## config.mk

```make
export PLATFORM = sky130hd
export DESIGN_NAME = sd_blk_xfer
export DESIGN_NICKNAME = d
export VERILOG_FILES = /design/src/rtl/sd_blk_pkg.sv /design/src/rtl/sd_blk_cnt.sv /design/src/rtl/sd_blk_tok.sv /design/src/rtl/sd_blk_xchg.sv /design/src/rtl/sd_blk_xfer.sv
export SDC_FILE = /design/constraint.sdc
export NUM_CORES = 1
export LEC_CHECK = 0
export BUFFER_PORTS_ARGS = -buffer_cell sky130_fd_sc_hd__buf_2
export CORE_MARGIN = 2
export CORE_UTILIZATION = 38
export CTS_CLUSTER_DIAMETER = 80
export DETAILED_ROUTE_END_ITERATION = 10
export PLACE_DENSITY = 0.59
export RECOVER_POWER = 25
export SKIP_LAST_GASP = 1
export SYNTH_ARGS = -nofsm -noshare
export SYNTH_HDL_FRONTEND = slang
export SYNTH_SLANG_ARGS = --single-unit
```

## constraint.sdc

```tcl
create_clock -name clk_i -period 3.3 [get_ports clk_i]
set_input_delay 0.66 -clock clk_i [delete_from_list [all_inputs] [get_ports clk_i]]
set_output_delay 0.66 -clock clk_i [all_outputs]
set_load 0.03 [all_outputs]
```

## src/rtl/sd_blk_pkg.sv

```systemverilog
package sd_blk_pkg;
  typedef enum logic [3:0] {
    ST_IDLE, ST_HUNT, ST_RD_DATA, ST_RD_CRC,
    ST_WR_TOKEN, ST_WR_DATA, ST_WR_CRC, ST_WR_RESP, ST_WR_BUSY, ST_TAIL
  } xfer_state_e;

  typedef enum logic [2:0] {
    STS_OK       = 3'd0,
    STS_HUNT_TMO = 3'd1,
    STS_CRC_REJ  = 3'd2,
    STS_WR_REJ   = 3'd3,
    STS_BAD_TOK  = 3'd4,
    STS_BUSY_TMO = 3'd5
  } xfer_status_e;

  localparam logic [7:0] START_TOKEN = 8'hFE;
  localparam logic [7:0] FILL_BYTE   = 8'hFF;
endpackage

```

## src/rtl/sd_blk_cnt.sv

```systemverilog
module sd_blk_cnt #(
  parameter int unsigned W = 8
) (
  input  logic         clk_i,
  input  logic         rst_ni,
  input  logic         clr_i,
  input  logic         inc_i,
  output logic [W-1:0] cnt_o
);
  always_ff @(posedge clk_i or negedge rst_ni) begin
    if (!rst_ni)    cnt_o <= '0;
    else if (clr_i) cnt_o <= '0;
    else if (inc_i) cnt_o <= cnt_o + W'(1);
  end
endmodule

```

## src/rtl/sd_blk_tok.sv

```systemverilog
module sd_blk_tok
  import sd_blk_pkg::*;
(
  input  logic [4:0]   tok_lo_i,
  output logic         accept_o,
  output xfer_status_e code_o
);
  // bit0 must be 1, bit4 must be 0; bits 3:1 carry the card's verdict
  always_comb begin
    accept_o = 1'b0;
    code_o   = STS_BAD_TOK;
    unique case (tok_lo_i)
      5'b00101: begin accept_o = 1'b1; code_o = STS_OK; end
      5'b01011: code_o = STS_CRC_REJ;
      5'b01101: code_o = STS_WR_REJ;
      default:  code_o = STS_BAD_TOK;
    endcase
  end
endmodule

```

## src/rtl/sd_blk_xchg.sv

```systemverilog
module sd_blk_xchg (
  input  logic       clk_i,
  input  logic       rst_ni,
  input  logic       issue_i,
  input  logic [7:0] tx_i,
  input  logic       ack_i,
  output logic       req_o,
  output logic [7:0] tx_o
);
  always_ff @(posedge clk_i or negedge rst_ni) begin
    if (!rst_ni) begin
      req_o <= 1'b0;
      tx_o  <= 8'hFF;
    end else if (req_o && ack_i) begin
      req_o <= 1'b0;
    end else if (issue_i && !req_o) begin
      req_o <= 1'b1;
      tx_o  <= tx_i;
    end
  end
endmodule

```

## src/rtl/sd_blk_xfer.sv

```systemverilog
module sd_blk_xfer
  import sd_blk_pkg::*;
#(
  parameter  int unsigned PAYLOAD_LEN = 512,
  parameter  int unsigned TMO_W       = 16,
  localparam int unsigned IDX_W       = $clog2(PAYLOAD_LEN)
) (
  input  logic             clk_i,
  input  logic             rst_ni,
  input  logic             start_i,
  input  logic             dir_wr_i,
  input  logic [TMO_W-1:0] hunt_limit_i,
  input  logic [TMO_W-1:0] busy_limit_i,
  output logic             xchg_req_o,
  output logic [7:0]       xchg_tx_o,
  input  logic             xchg_ack_i,
  input  logic [7:0]       xchg_rx_i,
  output logic             cs_n_o,
  output logic             buf_we_o,
  output logic [IDX_W-1:0] buf_waddr_o,
  output logic [7:0]       buf_wdata_o,
  output logic [IDX_W-1:0] buf_raddr_o,
  input  logic [7:0]       buf_rdata_i,
  output logic             done_o,
  output logic             err_o,
  output logic [2:0]       status_o
);
  localparam logic [IDX_W-1:0] LAST_IDX = IDX_W'(PAYLOAD_LEN - 1);
  localparam logic [IDX_W-1:0] CRC_LAST = IDX_W'(1);

  xfer_state_e  state_q, state_d;
  xfer_status_e status_q, status_d;
  logic         done_q, done_d;
  logic         acked, issue;
  logic [7:0]   tx_sel;
  logic         idx_clr, idx_inc, tmo_clr, tmo_inc;
  logic [IDX_W-1:0] idx;
  logic [TMO_W-1:0] tmo;
  logic         tok_ok;
  xfer_status_e tok_code;
  logic         hunt_last, busy_last;

  sd_blk_xchg u_xchg (
    .clk_i  (clk_i),
    .rst_ni (rst_ni),
    .issue_i(issue),
    .tx_i   (tx_sel),
    .ack_i  (xchg_ack_i),
    .req_o  (xchg_req_o),
    .tx_o   (xchg_tx_o)
  );

  sd_blk_cnt #(.W(IDX_W)) u_idx (
    .clk_i (clk_i),
    .rst_ni(rst_ni),
    .clr_i (idx_clr),
    .inc_i (idx_inc),
    .cnt_o (idx)
  );

  sd_blk_cnt #(.W(TMO_W)) u_tmo (
    .clk_i (clk_i),
    .rst_ni(rst_ni),
    .clr_i (tmo_clr),
    .inc_i (tmo_inc),
    .cnt_o (tmo)
  );

  sd_blk_tok u_tok (
    .tok_lo_i(xchg_rx_i[4:0]),
    .accept_o(tok_ok),
    .code_o  (tok_code)
  );

  assign acked     = xchg_req_o && xchg_ack_i;
  assign issue     = (state_q != ST_IDLE) && !xchg_req_o;
  assign hunt_last = (tmo == hunt_limit_i - TMO_W'(1));
  assign busy_last = (tmo == busy_limit_i - TMO_W'(1));

  always_comb begin
    unique case (state_q)
      ST_WR_TOKEN: tx_sel = START_TOKEN;
      ST_WR_DATA:  tx_sel = buf_rdata_i;
      default:     tx_sel = FILL_BYTE;
    endcase
  end

  always_comb begin
    state_d  = state_q;
    status_d = status_q;
    done_d   = 1'b0;
    idx_clr  = 1'b0;
    idx_inc  = 1'b0;
    tmo_clr  = 1'b0;
    tmo_inc  = 1'b0;
    if (state_q == ST_IDLE) begin
      if (start_i) begin
        state_d  = dir_wr_i ? ST_WR_TOKEN : ST_HUNT;
        status_d = STS_OK;
        idx_clr  = 1'b1;
        tmo_clr  = 1'b1;
      end
    end else if (acked) begin
      unique case (state_q)
        ST_HUNT: begin
          if (xchg_rx_i == START_TOKEN) begin
            state_d = ST_RD_DATA;
            idx_clr = 1'b1;
          end else if (hunt_last) begin
            state_d  = ST_TAIL;
            status_d = STS_HUNT_TMO;
          end else begin
            tmo_inc = 1'b1;
          end
        end
        ST_RD_DATA: begin
          if (idx == LAST_IDX) begin
            state_d = ST_RD_CRC;
            idx_clr = 1'b1;
          end else begin
            idx_inc = 1'b1;
          end
        end
        ST_RD_CRC: begin
          if (idx == CRC_LAST) state_d = ST_TAIL;
          else                 idx_inc = 1'b1;
        end
        ST_WR_TOKEN: begin
          state_d = ST_WR_DATA;
          idx_clr = 1'b1;
        end
        ST_WR_DATA: begin
          if (idx == LAST_IDX) begin
            state_d = ST_WR_CRC;
            idx_clr = 1'b1;
          end else begin
            idx_inc = 1'b1;
          end
        end
        ST_WR_CRC: begin
          if (idx == CRC_LAST) state_d = ST_WR_RESP;
          else                 idx_inc = 1'b1;
        end
        ST_WR_RESP: begin
          if (tok_ok) begin
            state_d = ST_WR_BUSY;
            tmo_clr = 1'b1;
          end else begin
            state_d  = ST_TAIL;
            status_d = tok_code;
          end
        end
        ST_WR_BUSY: begin
          if (xchg_rx_i != 8'h00) begin
            state_d = ST_TAIL;
          end else if (busy_last) begin
            state_d  = ST_TAIL;
            status_d = STS_BUSY_TMO;
          end else begin
            tmo_inc = 1'b1;
          end
        end
        ST_TAIL: begin
          state_d = ST_IDLE;
          done_d  = 1'b1;
        end
        default: state_d = ST_IDLE;
      endcase
    end
  end

  always_ff @(posedge clk_i or negedge rst_ni) begin
    if (!rst_ni) begin
      state_q     <= ST_IDLE;
      status_q    <= STS_OK;
      done_q      <= 1'b0;
      buf_we_o    <= 1'b0;
      buf_waddr_o <= '0;
      buf_wdata_o <= '0;
    end else begin
      state_q  <= state_d;
      status_q <= status_d;
      done_q   <= done_d;
      buf_we_o <= acked && (state_q == ST_RD_DATA);
      if (acked && (state_q == ST_RD_DATA)) begin
        buf_waddr_o <= idx;
        buf_wdata_o <= xchg_rx_i;
      end
    end
  end

  assign cs_n_o      = (state_q == ST_IDLE) || (state_q == ST_TAIL);
  assign buf_raddr_o = idx;
  assign done_o      = done_q;
  assign status_o    = status_q;
  assign err_o       = (status_q != STS_OK);
endmodule

```

==> metrics <==
Min Clock Period, post-route=3100 ps; WL/cell=roughly 15 um; final core occ=48.2%; Peak VDD IR=around 0.00033 V; sw power=1310 uW; Final HPWL DP=a little under 9000 um; asr flop ratio synth=100%; crit-path max FO=3; Die Ht=109 um; Data required, critical path=3530 ps; max cap viols=0; num rows=38; pre-CTS setup slack=-137 ps; final hold vios=0; clock share of power=23.0%; top layer in use=met4; most frequent cells in the layout=buf_2 (93), dfrtp_1 (52), nor2_1 (46), nand2_1 (37), buf_4 (32); Setup Viol. Count Final=0; Reg power frac=34.9%; largest net degree at the start of global routing=40; CTS Buf Count=9; total number of vias=4017; Slew headroom=20.6%; # port buffers=94; Die Wd=109 um; Compound-Gate Fraction of Synth Area=13.6%; H-tree depth=3; xor and xnor area share after synthesis=11.2%; cts hold-fix bufs=0; Core Box Area=10800 um2; Worst Tran Pin Value=~1200 ps; #FFs+latches synth=60; Post-Place Cell Area=5010 um2; status=finished clean; met3 routed WL=just under 600 um; RSZ-0062 raised after global routing=no; Clock Sinks=60; Distinct cells, synth=59; Setup crit start kind=primary input; met1 wire length=between 5000 and 6000 um; fin area=5220 um2; total power divided by cell area=605 nW/um2; post-cts gate resize count=0; I/O Pins=95; Comb pwr share=42.1%; GRT Total Usage=between 20% and 30%; Diodes inserted=0; main combinational cell family by area after synthesis=simple AND/OR/NAND/NOR gates; CTS Root Cell=clkbuf_8; worst clock skew=7.78 ps; synthesized-area fraction occupied by adder cells=1.78%; Sw Share=between 40% and 50%; ratio of cells with drive above 1 in the final layout=about 31%; Cell Int Power=1850 uW; number of synthesized flops with an enable pin=0; Max Root-Sink Buffers=2; Worst Setup End Kind=flip-flop; Syn Area/Cell=8.67 um2; Initial DRC Count=300; met2 WL=5560 um; gpl congestion=0.865; Clk Latency, worst-skew pair=roughly 340 ps; Hold/Removal Path Class=reg -> reg; Layout Nets=about 660; first-pass GRT wire length=approximately 19000 um; Final ANT Viol Nets=0; hold slack=477 ps; Remaining DRCs=0; via/cell ratio=5.40; commonest non-fill, non-tap cell in the layout=buf_2; final setup margin=203 ps; Area growth, synth to finish=23.6%; Tcrit/Tclk final=93.9%; initial antenna violation count=0; Starting Density=39.0%; vias in the first global route=3896; crit path DAT=3320 ps; CTS tree=built; Max Clk Rate=roughly 320 MHz; synthesized area=about 4200 um2; synth warn=0; post-synthesis mux area share=7.02%; Worst-path clk slew=70 ps; Post-synth top flop=dfrtp_1; routed wire length=11500 um; iteration count of the initial detailed-routing pass=5; Syn Nets=546; post-synthesis sequential area ratio=35.8%; grt total ovfl=0; Crit Path Category=in -> reg; Setup Buffers After CTS=0; LEAKAGE=around 0.0023 uW; post-synthesis simple-gate area fraction=27.0%; Max Slew Vio Count=0; Die Area=12000 um2; cells after synthesis=487
-- kinds of logic after synthesis --
logic type                 count (synthesis)
buffers and inverters                     36
xor gates and xnor gates                  54
DFF                                       60
adders and majority gates                  6
muxes                                     27
and+or+nand+nor                          214
AOI/OAI and AO/OA                         90
-- flip-flops by register name, indices dropped and copies added, names as in the netlist --
name,flops
state_q,4
done_o,1
status_o,3
buf_waddr_o,9
u_tmo.cnt_o,16
buf_wdata_o,8
u_xchg.tx_o,8
buf_we_o,1
u_xchg.req_o,1
u_idx.cnt_o,9
-- cells in the mapped netlist, types with 2 or more instances --
cell / instances / area [um2]
a21oi_1: 27 / 135
dfrtp_1: 52 / 1300
nor4_1: 11 / 68.8
or4_1: 3 / 22.5
a31oi_1: 4 / 25.0
a211oi_1: 3 / 22.5
nor3b_1: 2 / 15.0
o31ai_1: 8 / 60.1
nand4_1: 15 / 93.8
and4_1: 2 / 17.5
nor4b_1: 2 / 17.5
o21ai_0: 29 / 145
o21ai_2: 2 / 17.5
inv_1: 10 / 37.5
o211ai_1: 2 / 15.0
clkbuf_1: 21 / 78.8
dfstp_2: 8 / 210
xnor2_1: 29 / 254
and3_1: 12 / 75.1
or2_2: 7 / 43.8
nand3b_1: 3 / 22.5
nand3_1: 17 / 85.1
nand2b_1: 2 / 12.5
nor2b_1: 5 / 31.3
nor2_1: 46 / 173
nand2_1: 37 / 139
buf_4: 2 / 15.0
mux2_2: 21 / 236
or3_1: 19 / 119
xor2_1: 25 / 219
ha_1: 6 / 75.1
mux2i_1: 6 / 60.1
and2_1: 2 / 12.5
nor3_1: 20 / 100
o21a_1: 2 / 15.0
nand4b_1: 2 / 17.5
-- final cells by class --
class,count,area [um2]
Tap cell,140,175
Fill cell,1093,5620
Inverter,10,37.5
Clock inverter,5,75.1
Sequential cell,60,1510
Clock buffer,11,141
Timing Repair Buffer,127,714
Multi-Input combinational cell,391,2570
-- worst max-delay path: stages --
cell	delay [ps]
buf_2	100
or4_1	570
or3_1	380
xnor2_1	140
o311ai_0	280
o211ai_1	170
nor2_1	220
nor3_1	110
a2111oi_4	300
mux2_2	390
-- final timing paths --
path                                 start  slack, ps             end  cells after the start
setup / recovery           hunt_limit_i[0]        200     status_o[0]                     10
hold / removal              u_xchg.tx_o[4]        480  u_xchg.tx_o[4]                      2
setup reg to reg           u_tmo.cnt_o[12]        370     status_o[0]                      8
hold reg to reg             u_xchg.tx_o[4]        480  u_xchg.tx_o[4]                      2
max in group asynchronous           rst_ni       1190  u_tmo.cnt_o[2]                      2
min in group asynchronous           rst_ni        540  buf_wdata_o[1]                      1
-- stage by stage --
step / std cells / setup TNS, ps / power, uW
finish: 744 / 0 / 3160
global route: 744 / 0 / 3380
CTS: 744 / 0 / 3190
detailed placement: 728 / -1090 / 2440
global placement: 728 / -400 / 2420
floorplan: 487 / 0 / 2050
-- power groups by stage --
stage / Sequential (uW) / Combinational, uW / Clock, uW
finish: 1100 / 1330 / 727
global route: 1130 / 1460 / 786
CTS: 1100 / 1340 / 751
detailed placement: 1110 / 1330 / 0
global placement: 1110 / 1310 / 0
floorplan: 1320 / 736 / 0
-- metal layers --
layer / track usage (%) / up-vias
li1: - / 1992
met1: 27.1 / 1902
met2: 32.7 / 107
met3: 4.09 / 16
met4: 6.42 / 0
met5: 0 / -
No activity file was read; power rests on OpenSTA's default activity.
